[src/rtl/alarm_pkg.sv]
package alarm_pkg;

    localparam int ALM_FIELDS  = 6;
    localparam int ALM_DATA_W  = 8;
    localparam int ALM_ADDR_W  = 3;

    // Bit positions inside registers; software depends on them.
    localparam int PART_BIT    = 7;   // participate bit of an alarm field
    localparam int FLAG_BIT    = 0;   // alarm flag in control register
    localparam int IEN_BIT     = 3;   // interrupt enable in control register

    localparam logic [ALM_ADDR_W-1:0] CTRL_ADDR = 3'd6;

    typedef enum logic [2:0] {
        FLD_SEC  = 3'd0,
        FLD_MIN  = 3'd1,
        FLD_HOUR = 3'd2,
        FLD_WDAY = 3'd3,
        FLD_MDAY = 3'd4,
        FLD_MON  = 3'd5
    } field_e;

    typedef enum logic {
        FLAG_IDLE    = 1'b0,
        FLAG_PENDING = 1'b1
    } flag_state_e;

endpackage

[src/rtl/alarm_field_bank.sv]
module alarm_field_bank #(
    parameter int FIELDS = alarm_pkg::ALM_FIELDS,
    parameter int DW     = alarm_pkg::ALM_DATA_W,
    parameter int AW     = alarm_pkg::ALM_ADDR_W
) (
    input  logic                      clk,
    input  logic                      rst_n,
    input  logic                      wr,
    input  logic [AW-1:0]             addr,
    input  logic [DW-1:0]             wdata,
    output logic [FIELDS-1:0][DW-1:0] field_q
);

    // One byte register per alarm field, each with its own address decode.
    for (genvar g = 0; g < FIELDS; g++) begin : g_field
        logic sel;
        assign sel = wr && (addr == AW'(g));

        always_ff @(posedge clk or negedge rst_n) begin
            if (!rst_n) begin
                field_q[g] <= '0;
            end else if (sel) begin
                field_q[g] <= wdata;
            end
        end
    end

endmodule

[src/rtl/alarm_field_cmp.sv]
module alarm_field_cmp #(
    parameter int DW       = alarm_pkg::ALM_DATA_W,
    parameter int PART_POS = alarm_pkg::PART_BIT
) (
    input  logic [DW-1:0] alarm_val,
    input  logic [DW-1:0] now_val,
    output logic          part,
    output logic          pass
);

    localparam int VAL_W = PART_POS;

    logic equal;

    always_comb begin
        part  = alarm_val[PART_POS];
        // The count's upper bit must be 0 and the BCD digits must agree.
        equal = (now_val == DW'(alarm_val[VAL_W-1:0]));
        // A field that does not participate never blocks a match.
        pass  = !part || equal;
    end

endmodule

[src/rtl/alarm_flag_fsm.sv]
module alarm_flag_fsm (
    input  logic clk,
    input  logic rst_n,
    input  logic tick,
    input  logic hit,
    input  logic clear_req,
    input  logic ien_wr,
    input  logic ien_val,
    output logic flag,
    output logic ien,
    output logic irq
);

    import alarm_pkg::*;

    flag_state_e state_q, state_d;
    logic        ien_q;
    logic        arm_hit;

    assign arm_hit = tick && hit;

    // Next-state logic: a hit on the tick always wins over a clear.
    always_comb begin
        state_d = state_q;
        unique case (state_q)
            FLAG_IDLE: begin
                if (arm_hit) state_d = FLAG_PENDING;     // ARM_HIT
            end
            FLAG_PENDING: begin
                if (clear_req && !arm_hit) state_d = FLAG_IDLE; // SW_CLEAR
            end
            default: state_d = FLAG_IDLE;
        endcase
    end

    // State register.
    always_ff @(posedge clk or negedge rst_n) begin
        if (!rst_n) begin
            state_q <= FLAG_IDLE;
        end else begin
            state_q <= state_d;
        end
    end

    // Interrupt-enable bit.
    always_ff @(posedge clk or negedge rst_n) begin
        if (!rst_n) begin
            ien_q <= 1'b0;
        end else if (ien_wr) begin
            ien_q <= ien_val;
        end
    end

    // Outputs.
    always_comb begin
        flag = 1'b0;
        unique case (state_q)
            FLAG_IDLE:    flag = 1'b0;
            FLAG_PENDING: flag = 1'b1;
            default:      flag = 1'b0;
        endcase
        ien = ien_q;
        irq = flag && ien_q;
    end

endmodule

[src/rtl/alarm_match_unit.sv]
module alarm_match_unit #(
    parameter int FIELDS = alarm_pkg::ALM_FIELDS,
    parameter int DW     = alarm_pkg::ALM_DATA_W,
    parameter int AW     = alarm_pkg::ALM_ADDR_W
) (
    input  logic          clk,
    input  logic          rst_n,
    input  logic          sec_tick,
    input  logic [7:0]    now_sec,
    input  logic [7:0]    now_min,
    input  logic [7:0]    now_hour,
    input  logic [7:0]    now_wday,
    input  logic [7:0]    now_mday,
    input  logic [7:0]    now_mon,
    input  logic          reg_wr,
    input  logic [2:0]    reg_addr,
    input  logic [7:0]    reg_wdata,
    output logic [7:0]    reg_rdata,
    output logic          alarm_irq
);

    import alarm_pkg::*;

    logic [FIELDS-1:0][DW-1:0] field_q;
    logic [FIELDS-1:0][DW-1:0] now_vec;
    logic [FIELDS-1:0]         field_en;
    logic [FIELDS-1:0]         field_pass;
    logic                      match_hit;
    logic                      ctrl_wr;
    logic                      clear_req;
    logic                      flag_q;
    logic                      irq_en_q;

    always_comb begin
        now_vec          = '0;
        now_vec[FLD_SEC]  = now_sec;
        now_vec[FLD_MIN]  = now_min;
        now_vec[FLD_HOUR] = now_hour;
        now_vec[FLD_WDAY] = now_wday;
        now_vec[FLD_MDAY] = now_mday;
        now_vec[FLD_MON]  = now_mon;
    end

    alarm_field_bank #(.FIELDS(FIELDS), .DW(DW), .AW(AW)) u_bank (
        .clk     (clk),
        .rst_n   (rst_n),
        .wr      (reg_wr),
        .addr    (reg_addr),
        .wdata   (reg_wdata),
        .field_q (field_q)
    );

    for (genvar g = 0; g < FIELDS; g++) begin : g_cmp
        alarm_field_cmp #(.DW(DW), .PART_POS(PART_BIT)) u_cmp (
            .alarm_val (field_q[g]),
            .now_val   (now_vec[g]),
            .part      (field_en[g]),
            .pass      (field_pass[g])
        );
    end

    // Full match: at least one participant, and no participant disagrees.
    assign match_hit = (|field_en) && (&field_pass);

    assign ctrl_wr   = reg_wr && (reg_addr == CTRL_ADDR);
    assign clear_req = ctrl_wr && !reg_wdata[FLAG_BIT];

    alarm_flag_fsm u_flag (
        .clk       (clk),
        .rst_n     (rst_n),
        .tick      (sec_tick),
        .hit       (match_hit),
        .clear_req (clear_req),
        .ien_wr    (ctrl_wr),
        .ien_val   (reg_wdata[IEN_BIT]),
        .flag      (flag_q),
        .ien       (irq_en_q),
        .irq       (alarm_irq)
    );

    // Read multiplexer.
    always_comb begin
        reg_rdata = '0;
        for (int i = 0; i < FIELDS; i++) begin
            if (reg_addr == AW'(i)) reg_rdata = field_q[i];
        end
        if (reg_addr == CTRL_ADDR) begin
            reg_rdata[FLAG_BIT] = flag_q;
            reg_rdata[IEN_BIT]  = irq_en_q;
        end
    end

endmodule

[config.mk]
export PLATFORM = sky130hd
export DESIGN_NAME = alarm_match_unit
export DESIGN_NICKNAME = d
export VERILOG_FILES = /design/src/rtl/alarm_pkg.sv /design/src/rtl/alarm_field_bank.sv /design/src/rtl/alarm_field_cmp.sv /design/src/rtl/alarm_flag_fsm.sv /design/src/rtl/alarm_match_unit.sv
export SDC_FILE = /design/constraint.sdc
export NUM_CORES = 1
export LEC_CHECK = 0
export ABC_CLOCK_PERIOD_IN_PS = 1700
export CORE_ASPECT_RATIO = 1.2
export CORE_MARGIN = 2
export CORE_UTILIZATION = 50
export DETAILED_ROUTE_END_ITERATION = 8
export DONT_BUFFER_PORTS = 1
export PLACE_DENSITY = 0.68
export SYNTH_ARGS = -nofsm -noshare
export SYNTH_HDL_FRONTEND = slang
export SYNTH_HIERARCHICAL = 1
export SYNTH_SLANG_ARGS = --single-unit
[constraint.sdc]
create_clock -name clk -period 1.7 [get_ports clk]
set_clock_uncertainty 0.2 [all_clocks]
set_input_delay 0.255 -clock clk [delete_from_list [all_inputs] [get_ports clk]]
set_output_delay 0.255 -clock clk [all_outputs]
set_load 0.03 [all_outputs]
# Yosys cells after proc, flatten, opt, wreduce, memory -nomap -nowiden
# Index checks and enable logic that the tools add are counted.
word_totals:
  rom_bits: 0
  register_bits: 50
  ramBits: 0
  elab_cells: 62
  mem_count: 0
  latch_bits: 0
op_classes:
  addsub: 0
  eq_ne: 12
  mux: 12
  shift: 0
  n_lt_le_gt_ge: 0
  reduce_logical: 29
  mul: 0
  div: 0
  bitwise_logic: 1
op_table:
  columns: ["op", "count"]
  rows:
  - ["8-bit by 7-bit equality test with 1-bit output", 6]
  - ["8-bit 2-to-1 mux", 6]
  - ["1-bit logical AND", 12]
  - ["3-bit equality test (second input constant)", 3]
  - ["1-bit zero test", 8]
  - ["3-bit by 2-bit equality test with 1-bit output (second input constant)", 2]
  - ["1-bit logical OR", 6]
  - ["6-bit AND reduction", 1]
  - ["6-bit OR reduction", 1]
  - ["1-bit 2-to-1 mux", 4]
  - ["1-bit case mux with 2 select lines", 2]
  - ["3-bit by 1-bit equality test with 1-bit output (second input constant)", 1]
  - ["3-bit zero test", 1]
  - ["1-bit NOT", 1]

# Logic depth before layout (Yosys ltp)
logic_depth:
  word_depth: 9
  ltp_mapped: 7

# Cells and area by module
# Netlist, hierarchy kept.
modules_own_cells:
  columns: ["mod", "instances", "area_each_um2", "cells_per_inst"]
  rows:
  - ["alarm_field_bank", 1, 1833.0, 106]
  - ["alarm_match_unit", 1, 581.8, 63]
  - ["alarm_field_cmp", 6, 87.6, 11]
  - ["alarm_flag_fsm", 1, 83.8, 7]

# Least setup slack after synthesis
# Ideal clock, no wire load.
synth_path:
  path_kind: "register -> register"
  from: "register u_bank/field_q[17] in the netlist's numbering"
  to: "register u_flag.state_q"
  synth_period_minus_slack_ns: 1.739
  path_slack_ns: -0.039
  path_stages_with_launch: 8
  required_time_ns: 1.417
  setup_time_ns: 0.083
  arrival_ns: 1.456
  path_cell_list: "dfrtp_1 -> xor2_1 -> or4_1 -> o21ai_1 -> nand4_1 -> nor3_1 -> nand2_1 -> o21ai_0"
synth_between:
  elab_chain_len: 9
  elab_cells_between_ends: 10
synth_lines:
  columns: ["element", "line", "rtl"]
  rows:
  - ["start: declaration", "alarm_field_bank.sv:11", "output logic [FIELDS-1:0][DW-1:0] field_q"]
  - ["start signal: indexed assignment", "alarm_field_bank.sv:23", "field_q[g] <= wdata;"]
  - ["8-bit by 7-bit equality test with 1-bit output *", "alarm_field_cmp.sv:18", "equal = (now_val == DW'(alarm_val[VAL_W-1:0]));"]
  - ["1-bit logical OR *", "alarm_field_cmp.sv:20", "pass = !part || equal;"]
  - ["via field_pass[2]", "alarm_match_unit.sv:27", "logic [FIELDS-1:0] field_pass;"]
  - ["6-bit AND reduction *", "alarm_match_unit.sv:63", "assign match_hit = (|field_en) && (&field_pass);"]
  - ["1-bit logical AND *", "alarm_match_unit.sv:63", null]
  - ["via match_hit", "alarm_match_unit.sv:28", "logic match_hit;"]
  - ["1-bit logical AND *", "alarm_flag_fsm.sv:20", "assign arm_hit = tick && hit;"]
  - ["1-bit zero test", "alarm_flag_fsm.sv:30", "if (clear_req && !arm_hit) state_d = FLAG_IDLE;"]
  - ["1-bit logical AND", "alarm_flag_fsm.sv:30", null]
  - ["1-bit 2-to-1 mux", "alarm_flag_fsm.sv:30", null]
  - ["1-bit case mux with 2 select lines *", "alarm_flag_fsm.sv:25", "unique case (state_q)"]
  - ["via u_flag.state_d", "alarm_flag_fsm.sv:16", "flag_state_e state_q, state_d;"]
  - ["end signal: assignment", "alarm_flag_fsm.sv:41", "state_q <= state_d;"]
  - ["end: declaration", "alarm_flag_fsm.sv:16", null]
# The timed path passes the listed nets; every way through them passes the cells marked *.
# A chain may end at the register's enable or synchronous reset.

# Worst setup path after layout
# Same ends and word-level chain as after synthesis.

==> results.py <==
metrics = {
    "critical_path": {
        "worst_ep_required_time_ns": 1.74,
        "slowest_stage": "or4_1",
        "arrival_ns": 1.94,
        "crit_path_cell_trace": "xor2_1 > or4_1 > o21ai_2 > nand4_1 > nor3_1 > nand2_1 > o21ai_1",
        "crit_type": "register to register",
        "max_stage_delay_ns": 0.54,
        "worstSetupEndpointType": "register",
        "cp-start-kind": "register",
        "cp_max_fo": 2,
    },
    "place": {
        "place_congestion": 0.818,
        "hpwl_um": 5030,
        "dp.cells": 336,
        "io_buffers": 0,
        "dp_slack_ns": -0.227,
        "dpl_cell_area_um2": 3220,
    },
    "synthesis": {
        "synth_nets": 305,
        "yosysMostFrequentCell": "dfrtp_1",
        "synth-xor-area-share_pct": 12.2,
        "synth_seq_cells": 50,
        "synth_top_family_by_area": "multiplexers",
        "synth-compound-area-share_pct": 8.52,
        "synthAdderAreaFrac_pct": 0,
        "ys_top_cells_by_area": "dfrtp_1 41%, mux2_2 18%, xnor2_1 7.0%",
        "yosysTopAreaCell": "dfrtp_1",
        "yosys_warnings": 6,
        "yosys-top-cells-count": "50 x dfrtp_1, 48 x mux2_2, 24 x xnor2_1",
        "synth-main-ff-cell": "dfrtp_1",
        "synth.top_cell.area_share_pct": 41.4,
        "synth.avg_cell_area_um2": 12.5,
        "synth_edf_count": 0,
        "yosysSeqAreaShare_pct": 41.4,
        "synthMuxAreaShare_pct": 25.7,
        "syn_inst": 242,
        "synth-simple-area-share_pct": 8.07,
        "syn_area_um2": 3020,
        "synth-async-reset-ratio_pct": 100,
        "ys_types": 33,
    },
    "floorplan": {
        "start_util_pct": 51.0,
        "die_h_um": 89.2,
        "die_area_um2": 6690,
        "num_rows": 31,
        "fp.dieW_um": 75.0,
        "io_pins": 72,
        "coreArea_um2": 5930,
    },
    "cells_and_area": {
        "stdcell_count": 375,
        "fillCellCount": 475,
        "post-route-cell-area_um2": 3710,
        "drive_above_1_share_pct": 44.7,
        "area_growth_pct": 22.8,
        "diodes": 0,
        "nets": 355,
    },
    "power": {
        "powerDensity_nw_per_um2": 1060,
        "leakage_nw": 1.55,
        "max-vdd-ir-drop_mv": 0.549,
        "fin_total_pwr_mw": 3.94,
    },
    "timing": {
        "fmax_ghz": 0.526,
        "setup_violations": 9,
        "hold_viol": 0,
        "finalMaxSlewViolations": 0,
        "rsz0062_at_grt": "true",
        "worst_pin_slew_ns": 0.453,
        "period_share_pct": 112,
        "fin_crit_ns": 1.90,
        "setup_ws_ns": -0.201,
        "relSlewSlack_pct": 69.4,
    },
    "routing": {
        "drt_pass1_iterations": 4,
        "drtAntennaViolNets": 0,
        "via_per_inst": 5.63,
        "wire_per_inst_um": 19.5,
        "wl_um": 7330,
        "drtIter0Drc": 103,
        "vias": 2112,
        "remaining_drc_errors": 0,
    },
    "global_route": {
        "first_global_vias": 2392,
        "grt_busiest_layer": "met2",
        "grt_max_degree": 51,
        "gr-usage-met1_pct": 28.9,
        "antenna_found_initial": 0,
        "track_usage_pct": 23.7,
        "grt_pass1_wl_um": 11700,
        "met3_usage_pct": 6.20,
        "grt_use_met2_pct": 37.8,
        "grt.overflow.total": 0,
    },
    "clocking": {
        "numCtsBuffers": 5,
        "clk_latency_ns": 0.30,
        "clkSlewWorstSetupHoldPaths_ns": 0.10,
        "cts_root_buf": "clkbuf_8",
        "cts_buffer_depth": 2,
        "htreeDepth": 2,
        "tritoncts": "yes",
        "cts_sinks": 50,
    },
    "job": {
        "max_cap_violations": 0,
    },
    "worst_hold_path": {
        "hp-class": "primary input to register",
    },
    "status": {
        "violations": "setup timing",
        "outcome": "finished, violations left",
    },
}
-- layout by cell type, fill, tap and decap left out, types with 4 or more instances in the layout --
cell type / count
xor2_1: 18
clkbuf_8: 5
dfrtp_1: 49
mux2_2: 49
nand4_1: 7
a221oi_2: 6
buf_4: 47
o21a_1: 6
o21ai_1: 4
xnor2_1: 24
or4_1: 6
dlygate4sd3_1: 10
mux2i_1: 18
-- path summary, 6_finish.rpt --
check                      slack, ns                  to                from  cells past startpoint
setup / recovery               -0.20      u_flag/state_q  u_bank/field_q[17]                      7
hold / removal                  0.05      u_flag/state_q              reg_wr                      3
setup reg to reg               -0.20      u_flag/state_q  u_bank/field_q[17]                      7
hold reg to reg                 0.36  u_bank/field_q[41]  u_bank/field_q[41]                      1
max in group asynchronous       0.82   u_bank/field_q[0]               rst_n                      2
min in group asynchronous       0.24  u_bank/field_q[12]               rst_n                      2
-- power breakdown --
part	internal (mW)	switching, mW	total, mW
clock network	0.440	0.414	0.854
logic	0.831	0.584	1.42
registers	1.46	0.213	1.67
-- per-layer routing --
| metal | routed length [um] | vias to the layer above |
|---|---|---|
| met5 | 0 | - |
| met4 | 184 | 0 |
| met3 | 356 | 11 |
| met2 | 3640 | 52 |
| met1 | 3150 | 1061 |
| li1 | - | 988 |
-- state kept, by name, indices dropped and copies added, names as in the netlist --
signal,count
u_bank/field_q,48
u_flag/ien,1
u_flag/state_q,1
-- cell families (layout without fill, tap and decap cells) --
kind of cell | after synthesis | in the layout
and+or+nand+nor | 34 | 34
muxes | 71 | 71
DFF | 50 | 50
buffers and inverters | 18 | 69
xor gates and xnor gates | 42 | 42
AOI/OAI and AO/OA | 27 | 27
-- worst max-delay path: cells and delay by family (launching register included) --
family / cells / cell delay (ns)
AOI/OAI and AO/OA: 2 / 0.23
xor gates and xnor gates: 1 / 0.14
DFF: 1 / 0.40
and+or+nand+nor: 4 / 0.87
-- what timing repair did --
action / 4_1_cts / 5_1_grt
hold buffers: 11 / 0
resized for setup: 15 / 8
buffers inserted: 18 / 2
endpoints found under the hold margin: 100 / 0
pin swaps: 8 / 5
setup endpoints to repair: 9 / 9
-- final cells by class --
cell class	count	area (um^2)	share of cell area, %
Sequential cell	50	1250	33.7
Tap cell	82	103	2.76
Clock buffer	6	72.6	1.95
Multi-Input combinational cell	174	1740	46.9
Inverter	1	3.75	0.101
Clock inverter	2	37.5	1.01
Timing Repair Buffer	60	503	13.5
-- per-stage QoR --
stage	utilization (%)	hold slack, ns	setup TNS (ns)
finish	62.6	0.0523	-1.08
global route	62.6	0.0549	-1.68
CTS	61.9	0.0319	-1.26
detailed placement	54.3	-0.239	-0.227
global placement	54.3	-0.239	-0.167
floorplan	-	-0.241	-0.0386
Power figures use the tool's default switching activity.
